### src/rtl/irq_prio_ctrl.sv
module irq_prio_ctrl #(
  parameter logic [7:0] RST_BASE = 8'h08,
  parameter logic [7:0] CMD_EOI  = 8'h20,
  parameter logic [7:0] CMD_RDP  = 8'h0A,
  parameter logic [7:0] CMD_RDS  = 8'h0B
) (
  input  logic       clk,
  input  logic       rst_n,
  input  logic [7:0] irq_in,
  input  logic       reg_we,
  input  logic       reg_addr,
  input  logic [7:0] reg_wdata,
  output logic [7:0] reg_rdata,
  input  logic       base_we,
  input  logic [7:0] base_wdata,
  output logic       int_o,
  input  logic       int_ack,
  output logic [7:0] vec_o
);

  localparam logic [3:0] NONE = 4'd8;

  logic [7:0] irr_q, isr_q, imr_q, base_q, prev_q;
  logic       rd_svc_q;

  function automatic logic [3:0] first_set(input logic [7:0] v);
    logic [3:0] r;
    r = NONE;
    for (int i = 7; i >= 0; i--)
      if (v[i]) r = 4'(i);
    return r;
  endfunction

  logic [3:0] pend_idx, svc_idx;
  logic [7:0] ack_clr, eoi_clr, irr_d, isr_d;
  logic       ack_go, cmd_wr, eoi;

  assign pend_idx = first_set(irr_q & ~imr_q);
  assign svc_idx  = first_set(isr_q);
  assign int_o    = (pend_idx != NONE) && (pend_idx < svc_idx);
  assign vec_o    = base_q | {5'b0, pend_idx[2:0]};

  assign ack_go  = int_ack & int_o;
  assign ack_clr = ack_go ? (8'h01 << pend_idx[2:0]) : 8'h00;
  assign cmd_wr  = reg_we & ~reg_addr;
  assign eoi     = cmd_wr && (reg_wdata == CMD_EOI);
  assign eoi_clr = (eoi && svc_idx != NONE) ? (8'h01 << svc_idx[2:0]) : 8'h00;

  assign irr_d = (irr_q & ~ack_clr) | (irq_in & ~prev_q);
  assign isr_d = (isr_q | ack_clr) & ~eoi_clr;

  assign reg_rdata = reg_addr ? imr_q : (rd_svc_q ? isr_q : irr_q);

  always_ff @(posedge clk) begin
    if (!rst_n) begin
      irr_q    <= 8'h00;
      isr_q    <= 8'h00;
      imr_q    <= 8'hFF;
      base_q   <= {RST_BASE[7:3], 3'b000};
      prev_q   <= 8'h00;
      rd_svc_q <= 1'b0;
    end else begin
      irr_q  <= irr_d;
      isr_q  <= isr_d;
      prev_q <= irq_in;
      if (reg_we && reg_addr) imr_q <= reg_wdata;
      if (base_we) base_q <= {base_wdata[7:3], 3'b000};
      if (cmd_wr && reg_wdata == CMD_RDP) rd_svc_q <= 1'b0;
      if (cmd_wr && reg_wdata == CMD_RDS) rd_svc_q <= 1'b1;
    end
  end

endmodule

### config.mk
export PLATFORM = sky130hd
export DESIGN_NAME = irq_prio_ctrl
export DESIGN_NICKNAME = d
export VERILOG_FILES = /design/src/rtl/irq_prio_ctrl.sv
export SDC_FILE = /design/constraint.sdc
export NUM_CORES = 1
export LEC_CHECK = 0
export CORE_MARGIN = 1
export CORE_UTILIZATION = 54
export DETAILED_ROUTE_END_ITERATION = 10
export DONT_BUFFER_PORTS = 1
export GPL_TIMING_DRIVEN = 1
export PLACE_DENSITY = 0.72
export SLEW_MARGIN = 20
export SYNTH_ARGS = -nofsm -noshare
export SYNTH_HDL_FRONTEND = slang
export SYNTH_SLANG_ARGS = --single-unit
### constraint.sdc
create_clock -name clk -period 2.4 [get_ports clk]
set_clock_uncertainty 0.05 [all_clocks]
set_input_delay 0.36 -clock clk [delete_from_list [all_inputs] [get_ports clk]]
set_output_delay 0.36 -clock clk [all_outputs]
set_load 0.01 [all_outputs]
======== After elaboration in Yosys (flattened, before gate mapping) ========
Index checks and enable logic that the tools add are counted.
storage, ports and cells
  flip-flop bits (word level) ............. 38
  latch bits .............................. 0
  bits in writable memories ............... 0
  ROM bits ................................ 0
  input bits .............................. 30
  output and inout bits ................... 17
  word-level logic and storage cells ...... 57
  memories kept ........................... 0
operators by class
  add/sub/neg operators ................... 0
  multiply operators ...................... 0
  div/mod/pow operators ................... 0
  magnitude comparators ................... 1
  equality and inequality tests ........... 5
  shifts and indexed selects .............. 2
  multiplexer cells ....................... 22
  bitwise logic cells ..................... 14
  reductions and logical operators ........ 7
operator list
  cell                                                 count
  two-way mux 4 bit                                    16
  bitwise AND 8 bit                                    4
  two-way mux 8 bit                                    4
  NOT 8 bit                                            4
  equality test 8 x 4 -> 1 bit, second input constant  2
  bitwise OR 8 bit                                     2
  << shifter 1 x 3 -> 8 bit, first input constant      2
  equality test 8 x 6 -> 1 bit, second input constant  1
  inequality test 4 bit, second input constant         2
  bitwise OR 8 x 3 -> 8 bit                            1
  logical AND 1 bit                                    6
  < comparator 4 bit                                   1
  bitwise AND 1 bit                                    2
  two-way mux 1 bit                                    2
  nonzero test 2 bit                                   1
  NOT 1 bit                                            1

======== Logic depth before layout (Yosys ltp) ========
  depth in word-level cells ............... 17
  gate-level depth with buffers ........... 10
  gate-level depth less buffers ........... 10

======== Worst setup path before layout ========
OpenSTA, ideal clock, no wires.
  path type ............................... register to register
  start ................................... register irr_q[1]
  end ..................................... register isr_q[1]
  library setup time ...................... 0.060 ns
  arrival time ............................ 2.451 ns
  required time ........................... 2.290 ns
  setup slack ............................. -0.161 ns
  stages on the path, launching flop included .. 10
  buffers on the path ..................... 0
  period minus slack after synthesis ...... 2.561 ns
  path through ............................ dfxtp_1 > nor2b_1 > or4_4 > nor2_1 > ha_1 > a21oi_1 > nor2b_1 > o21ai_4 > nor4b_2 > o221a_1
on the way
  cells in the longest elaborated chain, start to end .. 9
  elaborated cells on any way between the ends .. 11
  those cells by class .................... order compare: 1; eq/ne: 1; shift: 1; mux: 3; bitwise: 4; reduce/logical: 1
ends and longest elaborated chain
  element                                                             RTL line  source
  start: declaration                                                  23        logic [7:0] irr_q, isr_q, imr_q, base_q, prev_q;
  start signal: assignment                                            63        irr_q <= irr_d;
  bitwise AND 8 bit *                                                 38        assign pend_idx = first_set(irr_q & ~imr_q);
  two-way mux 4 bit * (2 in series)                                   30        if (v[i]) r = 4'(i);
  < comparator 4 bit / inequality test 4 bit (equally long branches)  40        assign int_o = (pend_idx != NONE) && (pend_idx < svc_idx);
  logical AND 1 bit                                                   40
  bitwise AND 1 bit                                                   43        assign ack_go = int_ack & int_o;
  two-way mux 8 bit *                                                 44        assign ack_clr = ack_go ? (8'h01 << pend_idx[2:0]) : 8'h00;
  bitwise OR 8 bit *                                                  50        assign isr_d = (isr_q | ack_clr) & ~eoi_clr;
  bitwise AND 8 bit *                                                 50
  end signal: assignment                                              64        isr_q <= isr_d;
  end: declaration                                                    23
Every way passes the cells marked *; elsewhere a longest branch is shown, timed or not.
A chain may end at the register's enable or synchronous reset.

======== Worst setup path in the final report ========
  start ................................... register imr_q[3]
  end ..................................... output port int_o
on the way
  cells in the longest elaborated chain, start to end .. 8
  elaborated cells on any way between the ends .. 9
  those cells by class .................... order compare: 1; eq/ne: 1; mux: 4; bitwise: 2; reduce/logical: 1
ends and longest elaborated chain
  element                                                             RTL line  source
  start: declaration                                                  23
  start signal: assignment                                            66        if (reg_we && reg_addr) imr_q <= reg_wdata;
  NOT 8 bit *                                                         38
  bitwise AND 8 bit *                                                 38
  two-way mux 4 bit * (4 in series)                                   30
  < comparator 4 bit / inequality test 4 bit (equally long branches)  40
  logical AND 1 bit *                                                 40
  end: declaration                                                    16        output logic int_o,
Marked as above.

==> summary.md <==
| Metric | Value |
|---|---|
| Worst-Margin Slew | `611 ps` |
| CP endpoint kind | `primary output` |
| Critical path origin | `imr_q[3]` |
| Clk Latency, worst-skew pair | `300 ps` |
| Die area | `3940 um^2` |
| Hold Path Class | `in -> reg` |
| Tot Pwr | `0.00177 W` |
| Run status | `finished with violations` |
| Worst path bufs/invs | `4` |
| Top delay family on crit path | `compound AO/OA/AOI/OAI gates` |
| Most common cell after layout, fill and taps aside | `buf_4` |
| Most frequent cells in the layout | `buf_4, nand2_1, dfxtp_1` |
| Die W | `62.8 um` |
| P&R area growth vs syn | `41.2%` |
| Final WS setup | `-371 ps` |
| Min Tclk post-route | `2770 ps` |
| Peak VDD IR | `0.473 mV` |
| Mapped Nets | `270` |
| Post-DRT Antenna Nets | `0` |
| Crit-path max FO | `5` |
| MaxCap Viol Count | `0` |
| Largest net degree at the start of global routing | `39` |
| CTS HTree Levels | `2` |
| Worst endpoint data arrival time | `2360 ps` |
| Vias | `2291` |
| CP max-delay cell | `or3_1` |
| Clock sink total | `38` |
| Placed Area | `2430 um^2` |
| TritonCTS clock tree | `built` |
| Drc violations | `0` |
| Final Util | `81.9%` |
| Cells after Synth | `237` |
| Sequential share of the synthesized area | `38.1%` |
| Inserted Clock Buffers | `5` |
| Setup violators final | `17` |
| Slowest cell delay on critical path | `390 ps` |
| Yosys cell types | `52` |
| Antenna cells | `0` |
| Worst setup SP type | `flop` |
| Row count | `21` |
| Worst Hold Path Cells | `1` |
| Layout cell share with drive strength beyond 1 | `39.1%` |
| FF-to-FF End | `isr_q[2]` |
| Finished Cell Area | `2820 um^2` |
| CP required | `1990 ps` |
| Initial antenna violation count | `0` |
| Initial Util | `58.0%` |
| Hold Crit Start | `rst_n` |
| Static leakage | `1.22 nW` |
| First-pass GRT wire length | `9800 um` |
| Sum Neg Setup Slack | `-3720 ps` |
| Avg Cell Area, Syn | `8.42 um^2` |
| Failing checks | `negative setup slack` |
| Initial DRC Count | `338` |
| R2R setup slack | `-310 ps` |
| CP dominant cell by count | `buf_4` |
| Yosys reg bits | `38` |
| R2r startpoint | `imr_q[3]` |
| Area of the core | `3440 um^2` |
| Hold Violations, Final | `0` |
| Setup CP Type | `reg -> out` |
| Slew HR | `58.8%` |
| GPL Wtd Cong | `0.882` |
| Congestion Overflow GR | `0` |
| Final Cycle Share | `115%` |
| Cell Area, Synth | `2000 um^2` |
| Pwr dens | `629 nW/um^2` |
| WL final | `7290 um` |
| R2R cell count | `10` |
| Synthesis Warnings | `0` |
| Hold EP | `base_q[3]` |
| TritonRoute pass-1 iters | `5` |
| Routed wire per std cell | `21.1 um` |
| Post-DR vias/cell | `6.64` |
| Top Ports | `47` |
| Longest Clk Path Bufs | `2` |
| Root buffer selected by CTS | `clkbuf_8` |
| Gr usage total | `32.8%` |
| Critical-path cell list | `and2b_4 > buf_4 > buf_4 > a21oi_1 > o22a_4 > inv_2 > or3_1 > a21oi_2 > buf_4` |
| Achievable frequency | `361 MHz` |
| Reg clk slew, reported paths | `80 ps` |
| Slew Limit Fails | `0` |
| Vias in the first global route | `1960` |
| NumNets Final | `331` |
| Post-detail-place hpwl | `4260 um` |
| RSZ-0062 raised after global routing | `yes` |
| Number of buffers added on ports | `0` |
| Worst hold slack | `79.0 ps` |
| Chip Height | `62.8 um` |
kinds of logic (layout without fill, tap and decap cells):
kind of cell,Yosys count,after routing,share of synthesized area (%)
AOI/OAI and AO/OA,46,46,17.6
adders and majority gates,3,3,1.88
buffers and inverters,23,85,5.33
DFF,38,38,38.1
muxes,14,14,7.02
and+or+nand+nor,113,113,30.1
worst max path at each step:
| stage | endpoint | slack, ps | depth (start not counted) |
|---|---|---|---|
| after global placement | isr_q[2] | -150 | 9 |
| after detailed placement | isr_q[2] | -190 | 9 |
| after floorplan | isr_q[1] | -20 | 9 |
| after global routing | int_o | -410 | 9 |
| final | int_o | -370 | 9 |
| after CTS | int_o | -240 | 8 |
sequential cells by signal (all words and copies together), names as in the netlist:
register	count
isr_q	8
base_q	5
irr_q	8
prev_q	8
rd_svc_q	1
imr_q	8
stage by stage:
step                      worst slack, ps  std cells
after CTS                            -240        341
after global routing                 -409        345
after detailed placement             -189        328
after global placement               -146        328
after floorplan                     -24.4        237
final                                -371        345
cell type report:
cell class / instances / area [um^2]
Sequential cell: 38 / 766
Multi-Input combinational cell: 176 / 1350
Clock buffer: 6 / 82.6
Tap cell: 46 / 57.6
Inverter: 12 / 45.0
Timing Repair Buffer: 65 / 504
Fill cell: 213 / 624
Clock inverter: 2 / 12.5
repair_timing:
item	in CTS	in global routing
setup buffers	5	4
hold buffers	0	0
gates resized for setup	28	12
setup endpoints to repair	17	17
pin swaps	15	9
gates cloned	0	0
per-layer routing:
layer  GRT usage [%]  wire (um)  vias to the layer above
met5               0          0                        -
met4            10.2        329                        0
met3            6.02        842                       55
met2            53.1       3390                      197
met1            43.9       2730                     1071
li1                -          -                      968
report_power, final:
part	switching (W)	total (W)	internal (W)	leakage [nW]
registers	0.0000294	0.000699	0.000669	0.313
clock network	0.000233	0.000464	0.000231	0.0472
logic	0.000301	0.000609	0.000309	0.860
Yosys cell counts (all sizes together):
| cell type | instances | area (um^2) |
|---|---|---|
| a21oi | 5 | 25.0 |
| nor4b | 2 | 23.8 |
| or2b | 3 | 25.0 |
| and4 | 1 | 8.76 |
| o21a | 2 | 15.0 |
| nand3 | 10 | 50.1 |
| o21ai | 13 | 80.1 |
| and2b | 1 | 10.0 |
| nand2b | 5 | 33.8 |
| nand2 | 46 | 173 |
| or4 | 1 | 11.3 |
| o22ai | 7 | 43.8 |
| and4b | 1 | 10.0 |
| a2bb2oi | 1 | 8.76 |
| dfxtp | 38 | 761 |
| o221a | 7 | 78.8 |
| nand3b | 3 | 22.5 |
| o22a | 1 | 10.0 |
| o311a | 1 | 10.0 |
| a211oi | 1 | 7.51 |
| or2 | 1 | 6.26 |
| clkbuf | 8 | 40.0 |
| a31oi | 1 | 6.26 |
| nor3 | 5 | 25.0 |
| dlygate4sd1 | 1 | 8.76 |
| nor2b | 13 | 88.8 |
| nor4 | 8 | 50.1 |
| ha | 3 | 37.5 |
| o2111ai | 1 | 8.76 |
| nand4 | 2 | 12.5 |
| o211a | 2 | 20.0 |
| inv | 12 | 45.0 |
| and2 | 2 | 13.8 |
| o211ai | 1 | 7.51 |
| o21ba | 1 | 10.0 |
| o31a | 1 | 10.0 |
| or3 | 1 | 6.26 |
| nor2 | 8 | 30.0 |
| mux2i | 14 | 140 |
| buf | 2 | 12.5 |
| o311ai | 1 | 8.76 |
worst register-to-register path, stage by stage, from the launching register on:
cell and delay [ps]:
dfxtp_2 330, and2b_4 190, buf_4 140, o311a_4 390, ha_4 180, nor4_1 320
o21ai_1 200, o211a_4 220, nor4_4 280, buf_4 170, o221a_1 180
No activity file was read; power rests on OpenSTA's default activity.
